[config.mk]
export PLATFORM = sky130hd
export DESIGN_NAME = mshr_file
export DESIGN_NICKNAME = d
export VERILOG_FILES = /design/src/rtl/mshr_pkg.sv /design/src/rtl/mshr_data.sv /design/src/rtl/mshr_ctrl.sv /design/src/rtl/mshr_file.sv
export SDC_FILE = /design/constraint.sdc
export NUM_CORES = 1
export LEC_CHECK = 0
export BUFFER_PORTS_ARGS = -buffer_cell sky130_fd_sc_hd__buf_2
export CAP_MARGIN = 40
export CORE_MARGIN = 5
export CORE_UTILIZATION = 40
export CTS_BUF_LIST = sky130_fd_sc_hd__clkbuf_8
export CTS_CLUSTER_SIZE = 12
export DETAILED_ROUTE_END_ITERATION = 10
export PLACE_DENSITY = 0.63
export SLEW_MARGIN = 10
export SYNTH_ARGS = -nofsm -noshare
export SYNTH_HDL_FRONTEND = slang
export SYNTH_HIERARCHICAL = 1
export SYNTH_SLANG_ARGS = --single-unit
[constraint.sdc]
create_clock -name clk -period 13.2 [get_ports clk]
set_clock_uncertainty 0.2 [all_clocks]
set_input_delay 0.66 -clock clk [delete_from_list [all_inputs] [get_ports clk]]
set_output_delay 0.66 -clock clk [all_outputs]
set_load 0.05 [all_outputs]
[src/rtl/mshr_pkg.sv]
package mshr_pkg;
  localparam int unsigned NUM_ENTRIES = 4;
  localparam int unsigned NUM_TARGETS = 4;
  localparam int unsigned IDX_W  = $clog2(NUM_ENTRIES);
  localparam int unsigned SLOT_W = $clog2(NUM_TARGETS);
  localparam int unsigned CNT_W  = $clog2(NUM_TARGETS + 1);

  typedef enum logic [1:0] {
    EntFree     = 2'd0,
    EntNeedReq  = 2'd1,
    EntWaitFill = 2'd2,
    EntDrain    = 2'd3
  } entState_t;

  // strobes from control to datapath
  typedef struct packed {
    logic              alloc;
    logic [IDX_W-1:0]  allocIdx;
    logic              append;
    logic [IDX_W-1:0]  appendIdx;
    logic [SLOT_W-1:0] appendSlot;
    logic [IDX_W-1:0]  reqIdx;
    logic [IDX_W-1:0]  drainIdx;
    logic [SLOT_W-1:0] drainSlot;
  } ctrlStrobe_t;
endpackage

[src/rtl/mshr_data.sv]
module mshr_data
  import mshr_pkg::*;
#(
  parameter int unsigned ADDR_W = 26,
  parameter int unsigned LINE_W = 10,
  parameter int unsigned REG_W  = 6
) (
  input  logic                   clk,
  input  logic                   rstN,
  input  ctrlStrobe_t            strobe,
  input  logic [NUM_ENTRIES-1:0] entryBusy,
  input  logic [ADDR_W-1:0]      lookupAddr,
  input  logic [LINE_W-1:0]      lookupLine,
  input  logic [REG_W-1:0]       lookupReg,
  output logic [NUM_ENTRIES-1:0] matchVec,
  output logic [ADDR_W-1:0]      reqAddr,
  output logic [LINE_W-1:0]      cmplLine,
  output logic [REG_W-1:0]       cmplReg
);
  logic [ADDR_W-1:0] blkAddr [NUM_ENTRIES];
  logic [LINE_W-1:0] lineTab [NUM_ENTRIES];
  logic [REG_W-1:0]  regTab  [NUM_ENTRIES][NUM_TARGETS];

  always_ff @(posedge clk) begin
    if (strobe.alloc) begin
      blkAddr[strobe.allocIdx]   <= lookupAddr;
      lineTab[strobe.allocIdx]   <= lookupLine;
      regTab[strobe.allocIdx][0] <= lookupReg;
    end
    if (strobe.append)
      regTab[strobe.appendIdx][strobe.appendSlot] <= lookupReg;
  end

  // parallel compare against every busy entry
  for (genvar g = 0; g < NUM_ENTRIES; g++) begin : gCmp
    assign matchVec[g] = entryBusy[g] && (blkAddr[g] == lookupAddr);
  end

  assign reqAddr  = blkAddr[strobe.reqIdx];
  assign cmplLine = lineTab[strobe.drainIdx];
  assign cmplReg  = regTab[strobe.drainIdx][strobe.drainSlot];

  // a block is never pending in two entries
  a_r3_unique_match: assert property (@(posedge clk) disable iff (!rstN)
    $onehot0(matchVec));
endmodule

[src/rtl/mshr_ctrl.sv]
module mshr_ctrl
  import mshr_pkg::*;
(
  input  logic                   clk,
  input  logic                   rstN,
  input  logic                   lookupValid,
  input  logic [NUM_ENTRIES-1:0] matchVec,
  input  logic                   memReqReady,
  input  logic                   fillValid,
  input  logic [IDX_W-1:0]       fillTag,
  output ctrlStrobe_t            strobe,
  output logic [NUM_ENTRIES-1:0] entryBusy,
  output logic                   lookupStall,
  output logic                   memReqValid,
  output logic                   fillReady,
  output logic                   cmplValid
);
  entState_t         st  [NUM_ENTRIES];
  logic [CNT_W-1:0]  cnt [NUM_ENTRIES];
  logic [IDX_W-1:0]  drainIdxQ, lockIdxQ;
  logic [SLOT_W-1:0] drainPtrQ;
  logic              lockQ;

  logic              anyMatch, anyFree, anyNeed, draining, matchFull;
  logic              accept, fillTake, lastOut;
  logic [IDX_W-1:0]  matchIdx, firstFree, firstNeed;

  always_comb begin
    anyMatch = 1'b0; anyFree = 1'b0; anyNeed = 1'b0; draining = 1'b0;
    matchIdx = '0; firstFree = '0; firstNeed = '0;
    for (int i = NUM_ENTRIES - 1; i >= 0; i--) begin
      if (matchVec[i])         begin anyMatch = 1'b1; matchIdx  = IDX_W'(i); end
      if (st[i] == EntFree)    begin anyFree  = 1'b1; firstFree = IDX_W'(i); end
      if (st[i] == EntNeedReq) begin anyNeed  = 1'b1; firstNeed = IDX_W'(i); end
      if (st[i] == EntDrain)   draining = 1'b1;
    end
  end

  for (genvar g = 0; g < NUM_ENTRIES; g++) begin : gBusy
    assign entryBusy[g] = (st[g] != EntFree);
  end

  assign matchFull   = anyMatch && (cnt[matchIdx] == CNT_W'(NUM_TARGETS));
  assign lookupStall = lookupValid && (anyMatch ? matchFull : !anyFree);
  assign accept      = lookupValid && !lookupStall;
  assign memReqValid = anyNeed;
  assign fillReady   = !draining;
  assign fillTake    = fillValid && fillReady;
  assign cmplValid   = draining;

  always_comb begin
    strobe            = '0;
    strobe.alloc      = accept && !anyMatch;
    strobe.allocIdx   = firstFree;
    strobe.append     = accept && anyMatch;
    strobe.appendIdx  = matchIdx;
    strobe.appendSlot = cnt[matchIdx][SLOT_W-1:0];
    strobe.reqIdx     = lockQ ? lockIdxQ : firstNeed;
    strobe.drainIdx   = drainIdxQ;
    strobe.drainSlot  = drainPtrQ;
  end

  // last recorded target leaves and nothing joins in the same cycle
  assign lastOut = draining
                && ((CNT_W'(drainPtrQ) + CNT_W'(1)) == cnt[drainIdxQ])
                && !(strobe.append && (strobe.appendIdx == drainIdxQ));

  always_ff @(posedge clk) begin
    if (!rstN) begin
      for (int i = 0; i < NUM_ENTRIES; i++) begin
        st[i]  <= EntFree;
        cnt[i] <= '0;
      end
      drainIdxQ <= '0;
      drainPtrQ <= '0;
      lockQ     <= 1'b0;
      lockIdxQ  <= '0;
    end else begin
      for (int i = 0; i < NUM_ENTRIES; i++) begin
        if (strobe.alloc && strobe.allocIdx == IDX_W'(i)) begin
          st[i]  <= EntNeedReq;
          cnt[i] <= CNT_W'(1);
        end
        if (strobe.append && strobe.appendIdx == IDX_W'(i))
          cnt[i] <= cnt[i] + CNT_W'(1);
        if (memReqValid && memReqReady && strobe.reqIdx == IDX_W'(i))
          st[i] <= EntWaitFill;
        if (fillTake && fillTag == IDX_W'(i))
          st[i] <= EntDrain;
        if (lastOut && drainIdxQ == IDX_W'(i))
          st[i] <= EntFree;
      end
      if (fillTake) begin
        drainIdxQ <= fillTag;
        drainPtrQ <= '0;
      end else if (draining && !lastOut) begin
        drainPtrQ <= drainPtrQ + SLOT_W'(1);
      end
      lockQ    <= memReqValid && !memReqReady;
      lockIdxQ <= strobe.reqIdx;
    end
  end

  a_r2_alloc_free_only: assert property (@(posedge clk) disable iff (!rstN)
    strobe.alloc |-> st[strobe.allocIdx] == EntFree);
  a_r2_alloc_requests: assert property (@(posedge clk) disable iff (!rstN)
    strobe.alloc |=> memReqValid);
  a_r3_append_busy: assert property (@(posedge clk) disable iff (!rstN)
    strobe.append |-> st[strobe.appendIdx] != EntFree);
  a_r6_req_hold: assert property (@(posedge clk) disable iff (!rstN)
    (memReqValid && !memReqReady) |=> (memReqValid && $stable(strobe.reqIdx)));
  a_r7_fill_waiting: assert property (@(posedge clk) disable iff (!rstN)
    fillTake |-> st[fillTag] == EntWaitFill);
  a_r7_fill_replays: assert property (@(posedge clk) disable iff (!rstN)
    fillTake |=> cmplValid);
  for (genvar g = 0; g < NUM_ENTRIES; g++) begin : gChk
    a_r5_no_overflow: assert property (@(posedge clk) disable iff (!rstN)
      cnt[g] <= CNT_W'(NUM_TARGETS));
  end
endmodule

[src/rtl/mshr_file.sv]
module mshr_file
  import mshr_pkg::*;
#(
  parameter int unsigned ADDR_W = 26,
  parameter int unsigned LINE_W = 10,
  parameter int unsigned REG_W  = 6
) (
  input  logic              clk,
  input  logic              rstN,
  input  logic              lookupValid,
  input  logic [ADDR_W-1:0] lookupAddr,
  input  logic [LINE_W-1:0] lookupLine,
  input  logic [REG_W-1:0]  lookupReg,
  output logic              lookupStall,
  output logic              memReqValid,
  input  logic              memReqReady,
  output logic [ADDR_W-1:0] memReqAddr,
  output logic [IDX_W-1:0]  memReqTag,
  input  logic              fillValid,
  output logic              fillReady,
  input  logic [IDX_W-1:0]  fillTag,
  output logic              cmplValid,
  output logic [IDX_W-1:0]  cmplTag,
  output logic [LINE_W-1:0] cmplLine,
  output logic [REG_W-1:0]  cmplReg
);
  ctrlStrobe_t            strobe;
  logic [NUM_ENTRIES-1:0] entryBusy, matchVec;

  mshr_ctrl uCtrl (
    .clk(clk), .rstN(rstN), .lookupValid(lookupValid), .matchVec(matchVec),
    .memReqReady(memReqReady), .fillValid(fillValid), .fillTag(fillTag),
    .strobe(strobe), .entryBusy(entryBusy), .lookupStall(lookupStall),
    .memReqValid(memReqValid), .fillReady(fillReady), .cmplValid(cmplValid)
  );

  mshr_data #(.ADDR_W(ADDR_W), .LINE_W(LINE_W), .REG_W(REG_W)) uData (
    .clk(clk), .rstN(rstN), .strobe(strobe), .entryBusy(entryBusy),
    .lookupAddr(lookupAddr), .lookupLine(lookupLine), .lookupReg(lookupReg),
    .matchVec(matchVec), .reqAddr(memReqAddr), .cmplLine(cmplLine),
    .cmplReg(cmplReg)
  );

  assign memReqTag = strobe.reqIdx;
  assign cmplTag   = strobe.drainIdx;
endmodule

After elaboration in Yosys (flattened, before gate mapping)
Memories as Yosys holds them, arrays and structs flattened. A register that Yosys moved wholly into a read port is not among the register bits.
Index checks and enable logic that the tools add are counted.
- equal/unequal tests: 30
- $add $sub $neg: 6
- $lt $le $gt $ge: 3
- multiplexer cells: 133
- bitwise gates (word level): 27
- reductions and logical operators: 59
- operator list (cell ; number):
    $eq 26x26->1 ; 4
    $mux 1 ; 81
    $mux 2 ; 36
    $mux 24 ; 3
    $logic_and 1x1->1 ; 37
    $eq 2x2->1 const B ; 14
    $mux 3 ; 8
    $or 1x1->1 ; 24
    $reduce_or 24->1 ; 1
    $eq 2x1->1 const B ; 9
    $logic_not 2->1 ; 9
    $mux 6 ; 3
    $add 3x1->3 const B ; 4
    $bmux 6 s2 ; 1
    $demux 6 s2 ; 1
    $reduce_bool 2->1 ; 4
    $logic_not 1->1 ; 7
    $ge 3x3->1 const B ; 2
    $not 2->3 ; 2
    $add 2x1->3 const B ; 1
    $eq 3x3->1 ; 1
    $eq 3x3->1 const B ; 1
    $lt 3x1->1 const B ; 1
    $add 2x1->2 const B ; 1
    3 further kinds ; 3
- input bits: 49
- bits in writable memories: 260
- word-level logic and storage cells: 267
- output and inout port bits: 50
- memories: 5
- register bits after elaboration: 7
- memory list (memory ; words ; bits a word ; read ports ; clocked after Yosys merged registers in ; wr ports ; RTL line ; source):
    uData.blkAddr ; 4 ; 26 ; 5 ; 0 ; 1 ; mshr_data.sv:20 ; logic [ADDR_W-1:0] blkAddr [NUM_ENTRIES];
    uData.regTab ; 4 ; 24 ; 1 ; 1 ; 1 ; mshr_data.sv:22 ; logic [REG_W-1:0] regTab [NUM_ENTRIES][NUM_TARGETS];
    uData.lineTab ; 4 ; 10 ; 1 ; 1 ; 1 ; mshr_data.sv:21 ; logic [LINE_W-1:0] lineTab [NUM_ENTRIES];
    uCtrl.cnt ; 4 ; 3 ; 6 ; 1 ; 4 ; mshr_ctrl.sv:19 ; logic [CNT_W-1:0] cnt [NUM_ENTRIES];
    uCtrl.st ; 4 ; 2 ; 4 ; 0 ; 4 ; mshr_ctrl.sv:18 ; entState_t st [NUM_ENTRIES];

Longest topological paths before layout
An unclocked memory read counts as a cell.
- word-level depth: 22
- depth in mapped cells: 13
- gate-level depth less buffers: 12

By module
The synthesis kept the hierarchy.
- by module, submodules not included (module ; instances ; sequential area each (um^2) ; area each (um^2) ; cells each):
    mshr_data ; 1 ; 7206.9 ; 10356.2 ; 532
    mshr_ctrl ; 1 ; 780.7 ; 2154.6 ; 245

Least setup slack after synthesis
No wires, ideal clock.
- kind: input to register
- start: input lookupAddr[6]
- end: memory uData/regTab[0][18] in the netlist's numbering, enable pin
- buffers on the path: 2
- setup time: 360 ps
- setup slack: 7369 ps
- arrival time: 5271 ps
- cell stages on the path: 12
- data required time: 12640 ps
- cell sequence: clkbuf_1 -> xnor2_1 -> nand4_1 -> or4_1 -> nor4_2 -> buf_6 -> or3_1 -> nor2_1 -> nand2_1 -> nor2_1 -> nor3b_1 -> o21bai_1
- RTL lines (element ; RTL line ; source):
    from (decl) ; mshr_file.sv:11 ; input logic [ADDR_W-1:0] lookupAddr,
    to (decl) ; mshr_data.sv:22 ;

==> impl_summary.log <==
[metrics] endpoint type of the worst setup path: primary output
[metrics] FF-to-FF setup slack: 8300 ps
[metrics] worst relative slew slack: 46.0%
[metrics] Leakage: 4.61 nW
[metrics] post-detailed-placement half-perimeter wirelength: 19700 um
[metrics] net switching component of the power: 0.000877 W
[metrics] Worst R2R End: uData/regTab[1][18]$_DFFE_PP_
[metrics] post-synthesis sequential area ratio: 63.8%
[metrics] kind of path behind the tightest hold check: input pin to flip-flop
[metrics] end point of the most critical hold path: uData/lineTab[0][7]$_DFFE_PP_
[metrics] Final Non-Filler Cells: 1313
[metrics] Synth Flop Type: sky130_fd_sc_hd__edfxtp_1
[metrics] Final nets: 936
[metrics] count of state elements after synthesis: 269
[metrics] largest fanout on the critical path: 10
[metrics] vias per inst: 5.39
[metrics] most frequent standard cell in the layout excluding fill and tap cells: sky130_fd_sc_hd__edfxtp_1
[metrics] total number of clock tree sinks: 269
[metrics] internal power: 0.00159 W
[metrics] chip height: 187 um
[metrics] number of distinct library cells after synthesis: 67
[metrics] detailed-router iteration count before antenna repair: 5
[metrics] aggregate negative setup slack: 0 ps
[metrics] initial core utilization: 40.7%
[metrics] Post-Syn Area per Cell: 16.1 um2
[metrics] type of element launching the critical path: flip-flop
[metrics] Via Count: 7074
[metrics] site row count: 64
[metrics] Worst Hold Path Cells: 1
[metrics] commonest cells after routing, fill and taps aside: 260 x sky130_fd_sc_hd__edfxtp_1, 106 x sky130_fd_sc_hd__xnor2_1, 98 x sky130_fd_sc_hd__buf_2, 61 x sky130_fd_sc_hd__mux4_2, 47 x sky130_fd_sc_hd__clkbuf_8
[metrics] fraction of registers with async set or reset after synthesis: 0%
[metrics] number of global-route vias before repair: 7325
[metrics] data arrival at the endpoint of the critical path: 4270 ps
[metrics] gate count of the mapped netlist: 777
[metrics] root buffer cell: sky130_fd_sc_hd__clkbuf_8
[metrics] syn nets: 831
[metrics] floorplan die width: 187 um
[metrics] reported max-cap violation count: 0
[metrics] Finish-stage setup viols: 0
[metrics] worst skew pair latency: 550 ps
[metrics] H-tree Lvls: 2
[metrics] Clk pwr share: 26.5%
[metrics] number of warnings issued by yosys: 6
[metrics] Layout area overhead: 12.4%
[metrics] pin count of the biggest net entering global routing: 41
[metrics] initial antenna violation count: 3
[metrics] startpoint of the worst register-to-register path: uData/blkAddr[3][10]$_DFFE_PP_
[metrics] Final Hold Violating Endpoints: 0
[metrics] number of buffers on the longest clock path: 3
[metrics] required time of the worst setup path: 12340 ps
[metrics] # DRC: 0
[metrics] outcome: completed
[metrics] pins over their slew limit: 0
[metrics] fraction of final layout cells with drive strength greater than 1: 28.3%
[metrics] combinational share of power: 29.6%
[metrics] largest cells by area after synthesis: sky130_fd_sc_hd__edfxtp_1 62%, sky130_fd_sc_hd__mux4_2 11%, sky130_fd_sc_hd__xnor2_1 7.4%, sky130_fd_sc_hd__buf_6 1.6%, sky130_fd_sc_hd__dfxtp_1 1.4%
[metrics] Core Area: 0.0307 mm2
[metrics] unrepaired setup endpoints after global routing: no
[metrics] total instance count after detailed placement: 1230
[metrics] Remaining Overflow, GRT: 0
[metrics] first-pass GRT wire length: 44300 um
[metrics] Period Utilization, post-route: 38.9%
[metrics] fraction of power spent switching nets: 35.5%
[metrics] CTS tree: yes
[metrics] final wirelength: 28800 um
[metrics] number of flops mapped to enable cells by yosys: 260
[metrics] Max Clk Rate: 0.195 GHz
[metrics] actual slew at the worst max-slew pin: 804 ps
[metrics] average wire length per cell after detail routing: 21.9 um
[metrics] synthesized cell area: 0.0125 mm2
[metrics] Boundary Pins: 99
[metrics] hold wc startpoint: lookupLine[7]
[metrics] Post-CTS Hold Fix Bufs: 0
[metrics] number of routed nets with antenna violations: 0
[metrics] maximum vdd drop: 126 uV
[metrics] portion of synthesized cell area occupied by the leading cell type: 62.4%
[metrics] number of buffers added by the clock tree synthesis step: 45
[metrics] worst-case reg-to-reg path depth: 11
[metrics] time the worst path needs with I/O delays and setup: 5130 ps
[metrics] most area-hungry cell type in the Yosys netlist: sky130_fd_sc_hd__edfxtp_1
[metrics] DIE AREA: 0.0349 mm2
[metrics] # Post-CTS Setup Buffers: 0
[metrics] Filler cells: 2768
[metrics] Port Buffer Count: 98
[metrics] clock edge transition at the registers on the reported setup and hold paths: 60 ps
[metrics] overall fraction of global-route tracks in use: 16.2%
[metrics] placer's final routability congestion estimate: 0.843
[metrics] sequential power share: 43.9%
[metrics] setup slack at placement: 7830 ps
[metrics] power density relative to cell area: 176 mW/mm2
[metrics] post-route worst setup slack: 8070 ps
[metrics] Resized cells post-CTS: 0
[metrics] Critical Setup Path Class: flip-flop to primary output
[metrics] Initial DRC Count: 456
[how the worst max path moves through the flow]
stage               slack [ps]  depth (start not counted)                             to                            from
floorplan                 7370                         12  uData/regTab[0][18]$_DFFE_PP_                   lookupAddr[6]
global placement          8050                         12  uData/regTab[1][22]$_DFFE_PP_                   lookupAddr[9]
detailed placement        7830                         12  uData/regTab[3][21]$_DFFE_PP_                   lookupAddr[9]
CTS                       7880                         10                    lookupStall   uData/blkAddr[2][9]$_DFFE_PP_
global route              7820                          9                    lookupStall  uData/blkAddr[3][10]$_DFFE_PP_
finish                    8070                         10                    lookupStall  uData/blkAddr[3][10]$_DFFE_PP_
[routing by layer]
layer | routed length, um | global-route usage [%] | vias up
met5 | 21 | 0 | -
met3 | 1510 | 3.17 | 49
met2 | 13900 | 26.3 | 201
met4 | 614 | 4.64 | 4
met1 | 12700 | 22.5 | 3578
li1 | - | - | 3242
[kinds of logic (layout without fill, tap and decap cells)]
group | count (synthesis) | in the layout | share of synthesized area, %
flip-flops | 269 | 269 | 63.8
AND/OR/NAND/NOR | 187 | 187 | 8.52
XOR/XNOR | 113 | 113 | 8.21
AO/OA/AOI/OAI | 69 | 69 | 4.16
buffers and inverters | 69 | 207 | 3.46
multiplexers | 65 | 65 | 11.3
adder cells (fa/ha/maj) | 5 | 5 | 0.500
other | 0 | 2 | 0
[through the flow]
step	power (W)	hold WS, ps	instance area [um2]	util (%)
after global routing	0.00258	81.6	14100	45.7
after global placement	0.00184	383	13200	43.0
after floorplan	0.00164	350	12500	-
after CTS	0.00250	75.5	14100	45.7
final	0.00247	125	14100	45.7
after detailed placement	0.00184	388	13300	43.1
[cell usage after synthesis (3+ instances only)]
cell,n
sky130_fd_sc_hd__buf_1,3
sky130_fd_sc_hd__xnor2_1,106
sky130_fd_sc_hd__a22oi_1,15
sky130_fd_sc_hd__edfxtp_1,260
sky130_fd_sc_hd__clkbuf_1,11
sky130_fd_sc_hd__or2_2,3
sky130_fd_sc_hd__o21bai_1,3
sky130_fd_sc_hd__inv_1,17
sky130_fd_sc_hd__xnor2_2,5
sky130_fd_sc_hd__nand4_1,27
sky130_fd_sc_hd__buf_2,13
sky130_fd_sc_hd__nor4_2,4
sky130_fd_sc_hd__and2_1,5
sky130_fd_sc_hd__nand2_1,31
sky130_fd_sc_hd__or4_1,5
sky130_fd_sc_hd__nor2_1,39
sky130_fd_sc_hd__nand3_1,15
sky130_fd_sc_hd__dfxtp_1,9
sky130_fd_sc_hd__buf_4,6
sky130_fd_sc_hd__mux2i_1,4
sky130_fd_sc_hd__buf_6,18
sky130_fd_sc_hd__nor3_1,14
sky130_fd_sc_hd__a31oi_1,3
sky130_fd_sc_hd__a211oi_1,3
sky130_fd_sc_hd__ha_1,5
sky130_fd_sc_hd__nand3b_1,6
sky130_fd_sc_hd__and3_1,6
sky130_fd_sc_hd__o21ai_0,8
sky130_fd_sc_hd__nand2b_1,5
sky130_fd_sc_hd__a21oi_1,12
sky130_fd_sc_hd__nor2b_1,8
sky130_fd_sc_hd__mux4_2,61
sky130_fd_sc_hd__a21o_1,3
sky130_fd_sc_hd__o22ai_1,3
[critical path, cell delays in order, from the launching register on]
cell,delay (ps)
sky130_fd_sc_hd__edfxtp_1,430
sky130_fd_sc_hd__xnor2_1,280
sky130_fd_sc_hd__nand4_1,110
sky130_fd_sc_hd__or4_1,550
sky130_fd_sc_hd__nor4_2,750
sky130_fd_sc_hd__nand4bb_1,190
sky130_fd_sc_hd__a41o_1,300
sky130_fd_sc_hd__nor4_4,240
sky130_fd_sc_hd__nand2_1,200
sky130_fd_sc_hd__a21boi_0,330
sky130_fd_sc_hd__buf_2,330
[state kept, by name, summed over array words and instances (netlist names), named ones only]
name	flops
uCtrl/drainPtrQ	2
uCtrl/cnt	12
uCtrl/lockQ	1
uData/lineTab	40
uData/blkAddr	104
uCtrl/st	8
uData/regTab	96
uCtrl/lockIdxQ	2
uCtrl/drainIdxQ	2
[power groups by stage]
stage | registers (W) | logic [W] | clock network (W)
finish | 0.00108 | 0.000731 | 0.000655
CTS | 0.00108 | 0.000743 | 0.000676
floorplan | 0.00109 | 0.000551 | 0
global placement | 0.00110 | 0.000736 | 0
global route | 0.00109 | 0.000774 | 0.000716
detailed placement | 0.00110 | 0.000739 | 0
[area by class of cell]
class / count / area, um2 / share of cell area [%]
diodes: 2 / 5.00 / 0.0356
clock buffers: 47 / 647 / 4.60
clock inverters: 33 / 149 / 1.06
inverters: 18 / 67.6 / 0.480
multi-input cells: 439 / 4110 / 29.2
flip-flops and latches: 269 / 7990 / 56.8
well taps: 396 / 495 / 3.52
repair buffers: 109 / 598 / 4.25
Power figures use the tool's default switching activity.
